==> src/rtl/psc_pkg.sv <==
package psc_pkg;

    localparam int unsigned PSC_SIG_W  = 10;
    localparam int unsigned PSC_CODE_W = 4;
    // taps of 1 + x^3 + x^10 below the top term
    localparam logic [PSC_SIG_W-1:0] PSC_TAPS = 10'h009;
    localparam logic [PSC_SIG_W-1:0] PSC_SEED = 10'h001;

    // decoded per-cycle control for the signature register
    typedef struct packed {
        logic fold;    // take the folded value
        logic finish;  // path ends on this change
        logic reseed;  // load the seed
    } psc_ctl_t;

    function automatic psc_ctl_t psc_decode(input logic chg,
                                            input logic idle,
                                            input logic err);
        psc_ctl_t c;
        c.fold   = chg;
        c.finish = chg & (idle | err);
        c.reseed = (chg & (idle | err)) | (idle & ~chg);
        return c;
    endfunction

endpackage

==> src/rtl/psc_fold.sv <==
module psc_fold #(
    parameter int unsigned           SIG_W  = 10,
    parameter int unsigned           CODE_W = 4,
    parameter logic [SIG_W-1:0]      TAPS   = 10'h009
) (
    input  logic [SIG_W-1:0]  cur,
    input  logic [CODE_W-1:0] code,
    output logic [SIG_W-1:0]  nxt
);
    localparam int unsigned MSB = SIG_W - 1;

    logic [SIG_W-1:0] shl;
    logic [SIG_W-1:0] inj;
    logic             fb;

    assign fb = cur[MSB];

    for (genvar i = 0; i < SIG_W; i++) begin : g_bit
        if (i == 0) begin : g_lsb
            assign shl[i] = 1'b0;
        end else begin : g_up
            assign shl[i] = cur[i-1];
        end
        if (i < CODE_W) begin : g_in
            assign inj[i] = code[i];
        end else begin : g_noin
            assign inj[i] = 1'b0;
        end
        assign nxt[i] = shl[i] ^ (TAPS[i] & fb) ^ inj[i];
    end

endmodule

==> src/rtl/psc_ctrl.sv <==
module psc_ctrl
    import psc_pkg::*;
(
    input  logic     state_chg,
    input  logic     in_idle,
    input  logic     in_error,
    output psc_ctl_t ctl
);
    always_comb begin
        ctl = psc_decode(state_chg, in_idle, in_error);
    end
endmodule

==> src/rtl/psc_store.sv <==
module psc_store
    import psc_pkg::*;
#(
    parameter int unsigned      SIG_W = 10,
    parameter logic [SIG_W-1:0] SEED  = 10'h001
) (
    input  logic             clk,
    input  logic             rst,
    input  psc_ctl_t         ctl,
    input  logic [SIG_W-1:0] folded,
    output logic [SIG_W-1:0] sig_q,
    output logic             save_q,
    output logic [SIG_W-1:0] save_sig_q
);
    always_ff @(posedge clk) begin
        if (rst) begin
            sig_q      <= SEED;
            save_q     <= 1'b0;
            save_sig_q <= '0;
        end else begin
            save_q <= ctl.finish;
            if (ctl.finish) begin
                save_sig_q <= folded;
            end
            if (ctl.reseed) begin
                sig_q <= SEED;
            end else if (ctl.fold) begin
                sig_q <= folded;
            end
        end
    end
endmodule

==> src/rtl/path_sig_compressor.sv <==
module path_sig_compressor
    import psc_pkg::*;
#(
    parameter int unsigned      SIG_W  = PSC_SIG_W,
    parameter int unsigned      CODE_W = PSC_CODE_W,
    parameter logic [SIG_W-1:0] TAPS   = PSC_TAPS,
    parameter logic [SIG_W-1:0] SEED   = PSC_SEED
) (
    input  logic              clk,
    input  logic              rst,
    input  logic [CODE_W-1:0] state_code,
    input  logic              state_chg,
    input  logic              in_idle,
    input  logic              in_error,
    output logic [SIG_W-1:0]  sig,
    output logic              save_req,
    output logic [SIG_W-1:0]  save_sig
);
    psc_ctl_t         ctl;
    logic [SIG_W-1:0] folded;

    psc_ctrl u_ctrl (
        .state_chg (state_chg),
        .in_idle   (in_idle),
        .in_error  (in_error),
        .ctl       (ctl)
    );

    psc_fold #(
        .SIG_W  (SIG_W),
        .CODE_W (CODE_W),
        .TAPS   (TAPS)
    ) u_fold (
        .cur  (sig),
        .code (state_code),
        .nxt  (folded)
    );

    psc_store #(
        .SIG_W (SIG_W),
        .SEED  (SEED)
    ) u_store (
        .clk        (clk),
        .rst        (rst),
        .ctl        (ctl),
        .folded     (folded),
        .sig_q      (sig),
        .save_q     (save_req),
        .save_sig_q (save_sig)
    );
endmodule

==> config.mk <==
export PLATFORM = sky130hd
export DESIGN_NAME = path_sig_compressor
export DESIGN_NICKNAME = d
export VERILOG_FILES = /design/src/rtl/psc_pkg.sv /design/src/rtl/psc_fold.sv /design/src/rtl/psc_ctrl.sv /design/src/rtl/psc_store.sv /design/src/rtl/path_sig_compressor.sv
export SDC_FILE = /design/constraint.sdc
export NUM_CORES = 1
export LEC_CHECK = 0
export CELL_PAD_IN_SITES_DETAIL_PLACEMENT = 1
export CELL_PAD_IN_SITES_GLOBAL_PLACEMENT = 2
export CORE_UTILIZATION = 28
export CTS_CLUSTER_SIZE = 12
export DETAILED_ROUTE_END_ITERATION = 7
export PLACE_DENSITY_LB_ADDON = 0.1
export SYNTH_ARGS = -nofsm -noshare
export SYNTH_HDL_FRONTEND = slang
export SYNTH_HIERARCHICAL = 1
export SYNTH_SLANG_ARGS = --single-unit
export TNS_END_PERCENT = 5
==> constraint.sdc <==
create_clock -name clk -period 2.6 [get_ports clk]
set_clock_uncertainty 0.2 [all_clocks]
set_input_delay 0.78 -clock clk [delete_from_list [all_inputs] [get_ports clk]]
set_output_delay 0.78 -clock clk [all_outputs]
set_load 0.02 [all_outputs]
==> flow_summary.ini, run 1 <==
[run_status]
outcome = finished with violations
violations = DRC

[timing]
fin_crit_sh_pct = 89.1
slew_viol_final = 0
setup-tns-final_ns = 0
clock.fmax_mhz = 432
worstMarginPinSlew_ns = 0.222
setup_viol_count_final = 0
max_slew_margin_pct = 85.1
min_period_ns = 2.32
grt_setup_unrepaired = false
hold_viol_final = 0

[hold_path]
whs_path_depth = 2
holdPathEnd = u_store/save_sig_q[4]
min_from = u_store/save_sig_q[4]
hold_class = reg -> reg

[floorplanning]
core-area_sq_um = 2830
die_y_um = 57.3
dieArea_sq_um = 3290
die_w_um = 57.3
io_pins = 30
start_util_pct = 30.3
rows = 19

[yosys]
syn_inst = 80
seq_area_frac_synth_pct = 49.1
synth.top_cell.area_share_pct = 49.1
syn_nets = 89
yosysUniqueCellTypes = 14
netlist_top_cells_count = dfxtp_1, mux2i_1, nor2_1
async_flop_share_pct = 0
yosysWarningCount = 6
synth_area_leader_cell = dfxtp_1
ys.flop_type = dfxtp_1
yosys.cell_count.top_type = dfxtp_1
syn_area_sq_um = 857
synthTopCellsByArea = dfxtp_1, mux2i_1, nor2_1, buf_4, xor2_1
avgSynthCellArea_sq_um = 10.7
synth-seq-cells = 21
synth_edf_count = 0

[global_route]
grt_overflow = 0
grt_pass1_wl_mm = 2.90
grt.total_usage_pct = 11.9
grt_pass1_vias = 651
antenna_found_initial = 0
grt_max_degree = 12

[power_and_ir_drop]
ir_drop_uv = 212
power_density_nw_per_um2 = 485
leakagePower_uw = 0.000474

[critical_path]
cp-end-kind = primary output
path_class = reg -> out
crit_buf_inv = 1
cp-start-kind = flip-flop
arrival_ns = 1.34
r2r-start = u_store/sig_q[9]
cp.required_ns = 1.62
rr_worst_depth = 3
slowest_delay_ns = 0.63
rrSetupSlack_ns = 1.21
crit_fanout = 4
r2r_end = u_store/sig_q[3]
slowest_stage = clkdlybuf4s50_1
crit_family = buffers and inverters
crit_chain = clkdlybuf4s50_1

[place]
io_buffers = 29
place_inst = 133
gp_congestion = 0.681
dp_hpwl_mm = 1.22

[clock_tree]
clk_latency_ns = 0.29
cts_tree = done
clkTransAtPathRegs_ns = 0.11
holdBufCountCts = 0
cts.path.max_buffers = 2
htreeDepth = 1
numCtsBuffers = 3
postCtsResizedCells = 0
postCtsSetupBuffers = 0
clock_sinks = 21
cts-root-buf = clkbuf_4

[layout]
syn2layout_area_growth_pct = 35.5
diodes = 0
post-route-util_pct = 41.0
drive_gt1_share_pct = 6.60
final_nets = 116
instances_no_fill = 137

[routing]
vias = 618
detail-route-antenna-nets = 0
wirelength_mm = 1.76
route.detailed.drc = 3
drt_first_pass_iters = 6
wire_per_inst_um = 12.9
drt_iter0_markers = 14
detail_route.vias_per_cell = 4.51

[run]
maxCapViolations = 0
flip-flops by register name (all words and copies together), names as in the netlist:
| register | flops |
|---|---|
| u_store/save_q | 1 |
| u_store/save_sig_q | 10 |
| u_store/sig_q | 10 |
where the power goes:
group          internal [uW]  total, uW  switching [uW]
clock network           59.6        151            90.9
logic                   43.0       79.9            36.9
registers                329        333            4.32
final cells by class:
type,instances,area (sq um)
clock buffers,4,26.3
fillers,323,1670
multi-input cells,48,355
flip-flops and latches,21,420
well taps,31,38.8
repair buffers,33,320
layer usage:
metal	wire length, um	GRT usage, %
met5	0	0
met2	819	19.3
met4	17	7.32
met3	87	2.49
met1	839	14.5
per-stage QoR:
stage / setup slack [ns] / hold WS [ns] / power (uW) / instance area, sq um
after floorplan: 0.751 / 0.383 / 387 / 857
after global placement: 0.391 / 0.280 / 421 / 1130
after detailed placement: 0.380 / 0.288 / 422 / 1130
after CTS: 0.257 / 0.318 / 578 / 1160
after global routing: 0.205 / 0.343 / 592 / 1160
final: 0.283 / 0.306 / 564 / 1160
worst max-delay path by stage:
| stage | start | end | slack, ns | depth (start not counted) |
|---|---|---|---|---|
| 3_5_place_dp | state_chg | u_store/sig_q[0] | 0.38 | 4 |
| 5_1_grt | u_store/sig_q[9] | sig[9] | 0.20 | 1 |
| 3_3_place_gp | state_chg | u_store/save_sig_q[6] | 0.39 | 5 |
| 6_report | u_store/sig_q[9] | sig[9] | 0.28 | 1 |
| 4_1_cts | u_store/sig_q[9] | sig[9] | 0.26 | 1 |
| 2_1_floorplan | in_error | u_store/sig_q[0] | 0.75 | 4 |
cells by family after synthesis:
family	share of synthesized area, %
XOR/XNOR	5.84
AND/OR/NAND/NOR	10.7
multiplexers	22.2
flip-flops	49.1
buffers and inverters	9.49
AO/OA/AOI/OAI	2.77
cells in the final DEF, fill, tap and decap left out:
master	count
a211o_1	1
a21o_1	1
and2b_1	1
buf_4	4
clkbuf_1	1
clkbuf_4	3
clkdlybuf4s50_1	29
dfxtp_1	21
mux2i_1	19
nor2_1	19
nor2b_1	1
o21a_1	1
or2_1	1
xor2_1	3
xor3_1	1
Note: power is estimated with default switching activity, not from simulation.
==> run 2: changes to the inputs <==
--- a/config.mk
+++ b/config.mk
@@ -7,6 +7,7 @@
 export LEC_CHECK = 0
 export CELL_PAD_IN_SITES_DETAIL_PLACEMENT = 1
 export CELL_PAD_IN_SITES_GLOBAL_PLACEMENT = 2
+export CORE_MARGIN = 1.5
 export CORE_UTILIZATION = 28
 export CTS_CLUSTER_SIZE = 12
 export DETAILED_ROUTE_END_ITERATION = 7
==> flow_summary.ini, run 2 (synthesis results as in run 1) <==
[run_status]
outcome = finished, final reports clean

[routing]
wl_met2_um = 830
wire_per_inst_um = 13.1
wl_met1_um = 832
vias = 595
detail_route.vias_per_cell = 4.34
topRoutingLayerUsed = met4
routed-wl-met3_um = 112
drt_iter0_markers = 6
wirelength_mm = 1.79
route.detailed.drc = 0
drt_first_pass_iters = 3
detail-route-antenna-nets = 0

[power_and_ir_drop]
p_sw_share_pct = 23.6
p_seq_share_pct = 58.9
ir_drop_uv = 229
power_uw = 565
power_density_nw_per_um2 = 486
p_sw_uw = 133
p_comb_share_pct = 14.3
clkPwrFrac_pct = 26.8
p_int_uw = 432
leakagePower_uw = 0.000474

[timing]
grt_setup_unrepaired = false
clock.fmax_mhz = 430
min_period_ns = 2.33
max_slew_margin_pct = 85.2
setup_viol_count_final = 0
slew_viol_final = 0
fin_crit_sh_pct = 89.5
worstMarginPinSlew_ns = 0.222
setup-tns-final_ns = 0
setup_slack_ns = 0.272
timing.hold.ws_ns = 0.307
hold_viol_final = 0

[global_route]
antenna_found_initial = 0
grt_overflow = 0
grt.total_usage_pct = 11.5
grt_max_degree = 12
grt_pass1_wl_mm = 2.90
grt_pass1_vias = 634

[critical_path]
path_class = reg -> out
cp-end-kind = primary output
arrival_ns = 1.35
cp.required_ns = 1.62
crit_family = buffers and inverters
cp-start-kind = flip-flop
r2r-start = u_store/sig_q[9]
crit_start = u_store/sig_q[9]
crit_chain = clkdlybuf4s50_1
slowest_stage = clkdlybuf4s50_1
crit_fanout = 4
slowest_delay_ns = 0.64
crit_buf_inv = 1

[layout]
final_common_cell = clkdlybuf4s50_1
instances_no_fill = 137
syn2layout_area_growth_pct = 35.5
drive_gt1_share_pct = 6.60
fill_cells = 329
reg_top3 = u_store/save_sig_q x10, u_store/sig_q x10, u_store/save_q x1
layout_common_cells = clkdlybuf4s50_1, dfxtp_1, mux2i_1, nor2_1, buf_4
diodes = 0
final_nets = 116

[floorplanning]
dieArea_sq_um = 3400
die_w_um = 58.3
rows = 19
core-area_sq_um = 2830
io_pins = 30
die_y_um = 58.3
start_util_pct = 30.3

[clock_tree]
clkTransAtPathRegs_ns = 0.10
postCtsSetupBuffers = 0
numCtsBuffers = 3
htreeDepth = 1
clock_sinks = 21
cts.path.max_buffers = 2
clk_latency_ns = 0.29
holdBufCountCts = 0
cts-root-buf = clkbuf_4
cts_tree = done
postCtsResizedCells = 0

[place]
dp_hpwl_mm = 1.24
pre_cts_ws_ns = 0.371
gp_congestion = 0.698
io_buffers = 29
place_inst = 133

[hold_path]
hold_class = reg -> reg
min_from = u_store/save_sig_q[3]

[run]
maxCapViolations = 0
[run 2: cell counts in the layout (fill, tap and decap cells not counted)]
Identical to the previous run, type by type.
[run 2: stage by stage]
| stage | area [sq um] | utilization, % |
|---|---|---|
| after global routing | 1160 | 41.0 |
| after floorplan | 857 | - |
| after global placement | 1130 | 40.1 |
| after detailed placement | 1130 | 40.1 |
| final | 1160 | 41.0 |
| after CTS | 1160 | 41.0 |
[run 2: routing by layer]
metal / track usage [%] / vias up
met4: 6.98 / 0
li1: - / 307
met1: 14.7 / 269
met5: 0 / -
met3: 2.42 / 2
met2: 17.7 / 17
[run 2: final cells by class]
cell class	count	area [sq um]	area share, %
well taps	31	38.8	3.34
flip-flops and latches	21	420	36.2
repair buffers	33	320	27.6
clock buffers	4	26.3	2.26
multi-input cells	48	355	30.6
[run 2: worst paths after layout]
check                     endpoint  slack, ns  depth (start not counted)
max reg2reg       u_store/sig_q[3]       1.20                          3
min reg2reg  u_store/save_sig_q[3]       0.31                          2
min          u_store/save_sig_q[3]       0.31                          2
max                         sig[9]       0.27                          1
[run 2: power by group through the flow]
stage / registers (uW) / clock network [uW] / logic, uW
6_report: 333 / 151 / 80.6
5_1_grt: 334 / 174 / 86.4
4_1_cts: 333 / 163 / 82.0
3_5_place_dp: 340 / 0 / 81.6
3_3_place_gp: 341 / 0 / 81.0
2_1_floorplan: 349 / 0 / 38.0
